File: src/rtl/twi_mon_pkg.sv
package twi_mon_pkg;

  typedef enum logic [3:0] {
    EV_START  = 4'd0,
    EV_RSTART = 4'd1,
    EV_ADDR_W = 4'd2,
    EV_ADDR_R = 4'd3,
    EV_DATA_W = 4'd4,
    EV_DATA_R = 4'd5,
    EV_ACK    = 4'd6,
    EV_NACK   = 4'd7,
    EV_STOP   = 4'd8
  } evt_kind_e;

  typedef enum logic [1:0] {
    PH_SEEK_START = 2'd0,
    PH_SEEK_ADDR  = 2'd1,
    PH_SEEK_DATA  = 2'd2
  } phase_e;

endpackage

File: src/rtl/twi_line_sampler.sv
module twi_line_sampler #(
  parameter int SYNC_STAGES = 2
) (
  input  logic clk,
  input  logic rst,
  input  logic scl_in,
  input  logic sda_in,
  output logic sda_now,
  output logic scl_rise,
  output logic start_cond,
  output logic stop_cond
);
  localparam int WARM  = SYNC_STAGES + 1;
  localparam int WCNTW = $clog2(WARM + 1);

  logic [SYNC_STAGES-1:0] scl_pipe, sda_pipe;
  logic scl_prev, sda_prev;
  logic [WCNTW-1:0] warm_cnt;
  logic primed;
  logic scl_now;

  generate
    if (SYNC_STAGES == 1) begin : g_one
      always_ff @(posedge clk) begin
        if (rst) begin
          scl_pipe <= '1;
          sda_pipe <= '1;
        end else begin
          scl_pipe <= scl_in;
          sda_pipe <= sda_in;
        end
      end
    end else begin : g_many
      always_ff @(posedge clk) begin
        if (rst) begin
          scl_pipe <= '1;
          sda_pipe <= '1;
        end else begin
          scl_pipe <= {scl_pipe[SYNC_STAGES-2:0], scl_in};
          sda_pipe <= {sda_pipe[SYNC_STAGES-2:0], sda_in};
        end
      end
    end
  endgenerate

  assign scl_now = scl_pipe[SYNC_STAGES-1];
  assign sda_now = sda_pipe[SYNC_STAGES-1];

  always_ff @(posedge clk) begin
    if (rst) begin
      scl_prev <= 1'b1;
      sda_prev <= 1'b1;
      warm_cnt <= '0;
    end else begin
      scl_prev <= scl_now;
      sda_prev <= sda_now;
      if (!primed) warm_cnt <= warm_cnt + 1'b1;
    end
  end

  assign primed     = (warm_cnt == WCNTW'(WARM));
  assign scl_rise   = primed && !scl_prev && scl_now;
  assign start_cond = primed && sda_prev && !sda_now && scl_now;
  assign stop_cond  = primed && !sda_prev && sda_now && scl_now;

endmodule

File: src/rtl/twi_decoder.sv
module twi_decoder
  import twi_mon_pkg::*;
#(
  parameter int BYTE_W = 8
) (
  input  logic              clk,
  input  logic              rst,
  input  logic              sda_now,
  input  logic              scl_rise,
  input  logic              start_cond,
  input  logic              stop_cond,
  output logic              evt_valid,
  output logic [3:0]        evt_kind,
  output logic [BYTE_W-1:0] evt_value
);
  localparam int CNT_W = $clog2(BYTE_W + 2);

  phase_e              phase;
  logic [CNT_W-1:0]    bit_cnt;
  logic [BYTE_W-1:0]   shreg;
  logic                dir_rd;
  logic                txn_open;
  logic                ack_pend;
  logic                ack_bit;

  logic take_bit, take_start, take_stop, last_bit;

  assign take_bit   = scl_rise && (phase != PH_SEEK_START);
  assign take_start = start_cond && !scl_rise &&
                      (phase == PH_SEEK_START || phase == PH_SEEK_DATA);
  assign take_stop  = stop_cond && !scl_rise && (phase == PH_SEEK_DATA);
  assign last_bit   = take_bit && (bit_cnt == CNT_W'(BYTE_W));

  always_ff @(posedge clk) begin
    if (rst) begin
      phase     <= PH_SEEK_START;
      bit_cnt   <= '0;
      shreg     <= '0;
      dir_rd    <= 1'b0;
      txn_open  <= 1'b0;
      ack_pend  <= 1'b0;
      ack_bit   <= 1'b0;
      evt_valid <= 1'b0;
      evt_kind  <= EV_START;
      evt_value <= '0;
    end else begin
      evt_valid <= 1'b0;
      evt_kind  <= EV_START;
      evt_value <= '0;
      ack_pend  <= 1'b0;

      if (ack_pend) begin
        evt_valid <= 1'b1;
        evt_kind  <= ack_bit ? EV_NACK : EV_ACK;
      end

      if (last_bit) begin
        ack_pend  <= 1'b1;
        ack_bit   <= sda_now;
        bit_cnt   <= '0;
        shreg     <= '0;
        evt_valid <= 1'b1;
        if (phase == PH_SEEK_ADDR) begin
          dir_rd    <= shreg[0];
          evt_kind  <= shreg[0] ? EV_ADDR_R : EV_ADDR_W;
          evt_value <= {shreg[BYTE_W-1:1], 1'b0};
          phase     <= PH_SEEK_DATA;
        end else begin
          evt_kind  <= dir_rd ? EV_DATA_R : EV_DATA_W;
          evt_value <= shreg;
        end
      end else if (take_bit) begin
        shreg   <= {shreg[BYTE_W-2:0], sda_now};
        bit_cnt <= bit_cnt + 1'b1;
      end else if (take_start) begin
        evt_valid <= 1'b1;
        evt_kind  <= txn_open ? EV_RSTART : EV_START;
        txn_open  <= 1'b1;
        bit_cnt   <= '0;
        shreg     <= '0;
        dir_rd    <= 1'b0;
        phase     <= PH_SEEK_ADDR;
      end else if (take_stop) begin
        evt_valid <= 1'b1;
        evt_kind  <= EV_STOP;
        txn_open  <= 1'b0;
        dir_rd    <= 1'b0;
        phase     <= PH_SEEK_START;
      end
    end
  end


  ack_follows_byte_chk: assert property (@(posedge clk) disable iff (rst)
    (evt_valid && evt_kind >= EV_ADDR_W && evt_kind <= EV_DATA_R)
    |=> (evt_valid && (evt_kind == EV_ACK || evt_kind == EV_NACK)));


  ack_needs_byte_chk: assert property (@(posedge clk) disable iff (rst)
    (evt_valid && (evt_kind == EV_ACK || evt_kind == EV_NACK))
    |-> $past(evt_valid && evt_kind >= EV_ADDR_W && evt_kind <= EV_DATA_R));


  addr_lsb_clear_chk: assert property (@(posedge clk) disable iff (rst)
    (evt_valid && (evt_kind == EV_ADDR_W || evt_kind == EV_ADDR_R))
    |-> !evt_value[0]);


  kind_range_chk: assert property (@(posedge clk) disable iff (rst)
    evt_valid |-> (evt_kind <= EV_STOP));

endmodule

File: src/rtl/twi_bus_monitor.sv
module twi_bus_monitor #(
  parameter int SYNC_STAGES = 2,
  parameter int BYTE_W      = 8
) (
  input  logic              clk,
  input  logic              rst,
  input  logic              scl_in,
  input  logic              sda_in,
  output logic              evt_valid,
  output logic [3:0]        evt_kind,
  output logic [BYTE_W-1:0] evt_value
);
  logic sda_now, scl_rise, start_cond, stop_cond;

  twi_line_sampler #(.SYNC_STAGES(SYNC_STAGES)) u_samp (
    .clk(clk), .rst(rst), .scl_in(scl_in), .sda_in(sda_in),
    .sda_now(sda_now), .scl_rise(scl_rise),
    .start_cond(start_cond), .stop_cond(stop_cond)
  );

  twi_decoder #(.BYTE_W(BYTE_W)) u_dec (
    .clk(clk), .rst(rst), .sda_now(sda_now), .scl_rise(scl_rise),
    .start_cond(start_cond), .stop_cond(stop_cond),
    .evt_valid(evt_valid), .evt_kind(evt_kind), .evt_value(evt_value)
  );


  quiet_after_reset_chk: assert property (@(posedge clk) disable iff (rst)
    $past(rst) |-> !evt_valid);

endmodule

File: config.mk
export PLATFORM = sky130hd
export DESIGN_NAME = twi_bus_monitor
export DESIGN_NICKNAME = d
export VERILOG_FILES = /design/src/rtl/twi_mon_pkg.sv /design/src/rtl/twi_line_sampler.sv /design/src/rtl/twi_decoder.sv /design/src/rtl/twi_bus_monitor.sv
export SDC_FILE = /design/constraint.sdc
export NUM_CORES = 1
export LEC_CHECK = 0
export ABC_AREA = 1
export BUFFER_PORTS_ARGS = -buffer_cell sky130_fd_sc_hd__clkbuf_2
export CAP_MARGIN = 10
export CORE_ASPECT_RATIO = 1.4
export CORE_MARGIN = 4
export CORE_UTILIZATION = 50
export CTS_CLUSTER_DIAMETER = 60
export CTS_CLUSTER_SIZE = 16
export DETAILED_ROUTE_END_ITERATION = 8
export GPL_TIMING_DRIVEN = 0
export PLACE_DENSITY = 0.67
export SETUP_SLACK_MARGIN = 0.02
export SYNTH_ARGS = -nofsm -noshare
export SYNTH_HDL_FRONTEND = slang
export SYNTH_SLANG_ARGS = --single-unit
File: constraint.sdc
create_clock -name clk -period 1.4 [get_ports clk]
set_input_delay 0.07 -clock clk [delete_from_list [all_inputs] [get_ports clk]]
set_output_delay 0.07 -clock clk [all_outputs]
set_load 0.02 [all_outputs]
==> impl_metrics.sql <==
INSERT INTO impl_metrics (metric_group, metric, value, unit) VALUES
('status', 'run_status', 'finished, final reports clean', ''),
('place', 'gp_routability_congestion', '0.775', ''),
('logic_synthesis', 'synth.distinct_cells', '23', ''),
('timing', 'grt_setup_unrepaired', 'yes', ''),
('floorplan', 'dieWidth', '53.5', 'um'),
('clock_network', 'cts_inserted_buffers', '5', ''),
('final_layout', 'layout.cells.non_filler', '242', ''),
('logic_synthesis', 'postSynthAreaPerCell', '8.31', 'um2'),
('timing', 'layout_setup_ws', '5.32', 'ps'),
('final_layout', 'antenna_cells', '0', ''),
('timing', 'final.period_utilization', '0.996', ''),
('setup_path', 'worst_ep_required_time', '1650', 'ps'),
('power_and_ir_drop', 'peakVddDrop', '0.885', 'mV'),
('global_routing', 'largest_net_degree_at_the_start_of_global_routing', '13', ''),
('setup_path', 'r2r_slack', '5', 'ps'),
('final_layout', 'ff_latch_area', '786', 'um2'),
('place', 'io_buffers', '16', ''),
('setup_path', 'crit_buf_inv', '2', ''),
('min_path', 'hold-path-endpoint', 'u_samp.sda_pipe[1]$_SDFF_PP1_', ''),
('min_path', 'hold_path.startpoint', 'u_samp.sda_pipe[0]$_SDFF_PP1_', ''),
('clock_network', 'htree_levels', '2', ''),
('detailed_routing', 'remaining_drc_errors', '0', ''),
('floorplan', 'fp-row-count', '22', ''),
('floorplan', 'core-area', '0.00270', 'mm2'),
('logic_synthesis', 'synth.cell_area', '0.00145', 'mm2'),
('place', 'place.detailed.hpwl', '1900', 'um'),
('logic_synthesis', 'post-synth-top-count-cell', 'sky130_fd_sc_hd__dfxtp_1', ''),
('setup_path', 'critical_path.top_delay_family', 'simple AND/OR/NAND/NOR gates', ''),
('setup_path', 'regToRegStartpoint', 'u_samp.warm_cnt[0]$_SDFFE_PP0P_', ''),
('global_routing', 'antenna_violations_before_repair', '0', ''),
('flow_run', 'cap_violations', '0', ''),
('setup_path', 'timing_worst_setup_path_type', 'reg2reg', ''),
('logic_synthesis', 'post-synth-top-area-fraction', '0.540', ''),
('timing', 'fin_setup_tns', '0', 'ps'),
('final_layout', 'final_util', '0.680', ''),
('logic_synthesis', 'mappedNetlistNets', '181', ''),
('setup_path', 'timing.rr.end', 'u_dec.shreg[7]$_SDFFE_PP0P_', ''),
('min_path', 'worstHoldPathCells', '1', ''),
('timing', 'final-max-slew-violation-count', '0', ''),
('timing', 'slew_of_the_pin_with_the_lowest_slew_margin', '442', 'ps'),
('logic_synthesis', 'yosys-top-cells-area', 'sky130_fd_sc_hd__dfxtp_1, sky130_fd_sc_hd__nand2_1, sky130_fd_sc_hd__inv_1', ''),
('floorplan', 'boundaryPins', '17', ''),
('detailed_routing', 'detail-route-antenna-nets', '0', ''),
('setup_path', 'worst_endpoint_data_arrival_time', '1640', 'ps'),
('setup_path', 'slowest_delay', '370', 'ps'),
('timing', 'final-setup-viol-count', '0', ''),
('global_routing', 'grt_pass1_wl', '4800', 'um'),
('floorplan', 'die_height', '71.6', 'um'),
('floorplan', 'start_util', '0.536', ''),
('detailed_routing', 'detail_route.wl_per_cell', '12.0', 'um'),
('power_and_ir_drop', 'leakage', '0.797', 'nW'),
('detailed_routing', 'routed_wl', '2900', 'um'),
('detailed_routing', 'num_vias', '1214', ''),
('setup_path', 'start_kind', 'flip-flop', ''),
('logic_synthesis', 'synthesis.instances', '174', ''),
('logic_synthesis', 'async_flop_share', '0', ''),
('floorplan', 'fp.dieArea', '0.00383', 'mm2'),
('global_routing', 'overflow', '0', ''),
('final_layout', 'area_added_between_synthesis_and_finish', '26.9', '%'),
('global_routing', 'grt_pass1_vias', '1164', ''),
('final_layout', 'drive_gt1_frac', '0.335', ''),
('detailed_routing', 'detail_route.first_pass.iterations', '6', ''),
('setup_path', 'crit_path_max_fanout', '10', ''),
('logic_synthesis', 'postSynth.topFlopCell', 'sky130_fd_sc_hd__dfxtp_1', ''),
('timing', 'timing.final.crit_period', '1390', 'ps'),
('timing', 'final.hold.worst_slack', '428', 'ps'),
('logic_synthesis', 'yosys_register_bits', '39', ''),
('logic_synthesis', 'synth.yosys.seq_area_share', '0.540', ''),
('min_path', 'hold_path_class', 'reg2reg', ''),
('power_and_ir_drop', 'power_density_of_the_placed_cells', '978', 'mW/mm2'),
('setup_path', 'critical_path.cell_chain', 'ha_4, inv_1, nor2_4, nand3b_4, buf_4, nand3_1, a21oi_2', '');
[through the flow]
step                      total power [mW]  instance area (um2)
after floorplan                       1.21                 1450
after global placement                1.22                 1570
after detailed placement              1.23                 1570
after CTS                             1.79                 1730
after global routing                  1.89                 1840
final                                 1.80                 1840
[layer usage]
metal,global-route usage,share of wire,vias up
met1,0.172,0.40,574
li1,-,-,606
met4,0.0653,0.027,0
met5,0,0,-
met2,0.303,0.53,24
met3,0.0644,0.042,10
[layout by cell type, fill, tap and decap left out, types with 2 or more instances in the layout]
cell type / instances
sky130_fd_sc_hd__a21oi_1: 10
sky130_fd_sc_hd__a21oi_2: 5
sky130_fd_sc_hd__buf_4: 6
sky130_fd_sc_hd__buf_6: 2
sky130_fd_sc_hd__clkbuf_1: 2
sky130_fd_sc_hd__clkbuf_2: 16
sky130_fd_sc_hd__clkbuf_4: 6
sky130_fd_sc_hd__dfxtp_1: 35
sky130_fd_sc_hd__dfxtp_2: 4
sky130_fd_sc_hd__dlygate4sd3_1: 3
sky130_fd_sc_hd__ha_1: 2
sky130_fd_sc_hd__inv_1: 19
sky130_fd_sc_hd__inv_2: 2
sky130_fd_sc_hd__nand2_1: 23
sky130_fd_sc_hd__nand2_2: 3
sky130_fd_sc_hd__nand2_4: 4
sky130_fd_sc_hd__nand3_1: 13
sky130_fd_sc_hd__nor2_1: 19
sky130_fd_sc_hd__nor2_4: 4
sky130_fd_sc_hd__nor3_1: 4
sky130_fd_sc_hd__o21ai_0: 5
sky130_fd_sc_hd__or2_2: 5
[kinds of logic (layout without fill, tap and decap cells)]
logic type                 after synthesis  after routing  share of synthesized area
and+or+nand+nor                         80             80                      0.260
DFF                                     39             39                      0.540
buffers and inverters                   28             60                     0.0787
AOI/OAI and AO/OA                       22             22                     0.0830
adders and majority gates                3              3                     0.0260
xor gates and xnor gates                 2              2                     0.0121
[where the power goes]
part / leakage, nW / switching (mW) / total (mW) / internal, mW
sequential: 0.317 / 0.0164 / 1.15 / 1.13
clock: 0.0282 / 0.358 / 0.552 / 0.194
combinational: 0.451 / 0.0508 / 0.0960 / 0.0452
total: 0.797 / 0.425 / 1.80 / 1.37
[what timing repair did]
action | 4_1_cts | 5_1_grt
pin swaps | 5 | 7
endpoints found under the hold margin | 3 | 0
setup buffers | 2 | 3
resized for setup | 17 | 23
hold buffers | 3 | 0
endpoints found under the setup margin | 23 | 29
[state kept, by name, indices dropped and copies added (netlist names)]
register and cells:
u_dec.evt_value 8, u_dec.shreg 8, u_dec.bit_cnt 4, u_dec.evt_kind 4
u_dec.phase 2, u_samp.scl_pipe 2, u_samp.sda_pipe 2, u_samp.warm_cnt 2
u_dec.ack_bit 1, u_dec.ack_pend 1, u_dec.dir_rd 1, u_dec.evt_valid 1
u_dec.txn_open 1, u_samp.scl_prev 1, u_samp.sda_prev 1
[final cells by class]
| type | count | area share |
|---|---|---|
| sequential | 39 | 0.428 |
| multi-input combinational | 107 | 0.361 |
| buffer | 6 | 0.0286 |
| inverter | 22 | 0.0464 |
| clock buffer | 6 | 0.0225 |
| timing repair buffer | 24 | 0.0825 |
| tap | 36 | 0.0245 |
| clock inverter | 2 | 0.00682 |
[worst max-delay path by stage]
stage,from,end,slack (ps),depth (start not counted)
floorplan,u_dec.bit_cnt[0]$_SDFFE_PP0P_,u_dec.bit_cnt[1]$_SDFFE_PP0P_,90,7
finish,u_samp.warm_cnt[0]$_SDFFE_PP0P_,u_dec.shreg[7]$_SDFFE_PP0P_,5,7
global route,u_samp.warm_cnt[0]$_SDFFE_PP0P_,u_dec.evt_kind[1]$_SDFF_PP0_,-60,8
CTS,u_samp.warm_cnt[1]$_SDFFE_PP0P_,u_dec.bit_cnt[3]$_SDFFE_PP0P_,-2,7
detailed placement,u_samp.warm_cnt[0]$_SDFFE_PP0P_,u_dec.shreg[7]$_SDFFE_PP0P_,-90,7
global placement,u_samp.warm_cnt[0]$_SDFFE_PP0P_,u_dec.shreg[7]$_SDFFE_PP0P_,-40,7
[worst reg2reg max path, cell delays in order, from the launching register on]
cell and delay, ps:
sky130_fd_sc_hd__dfxtp_2 370, sky130_fd_sc_hd__ha_4 160, sky130_fd_sc_hd__inv_1 90, sky130_fd_sc_hd__nor2_4 140, sky130_fd_sc_hd__nand3b_4 160, sky130_fd_sc_hd__buf_4 220
sky130_fd_sc_hd__nand3_1 110, sky130_fd_sc_hd__a21oi_2 50
Note: power is estimated with default switching activity, not from simulation.
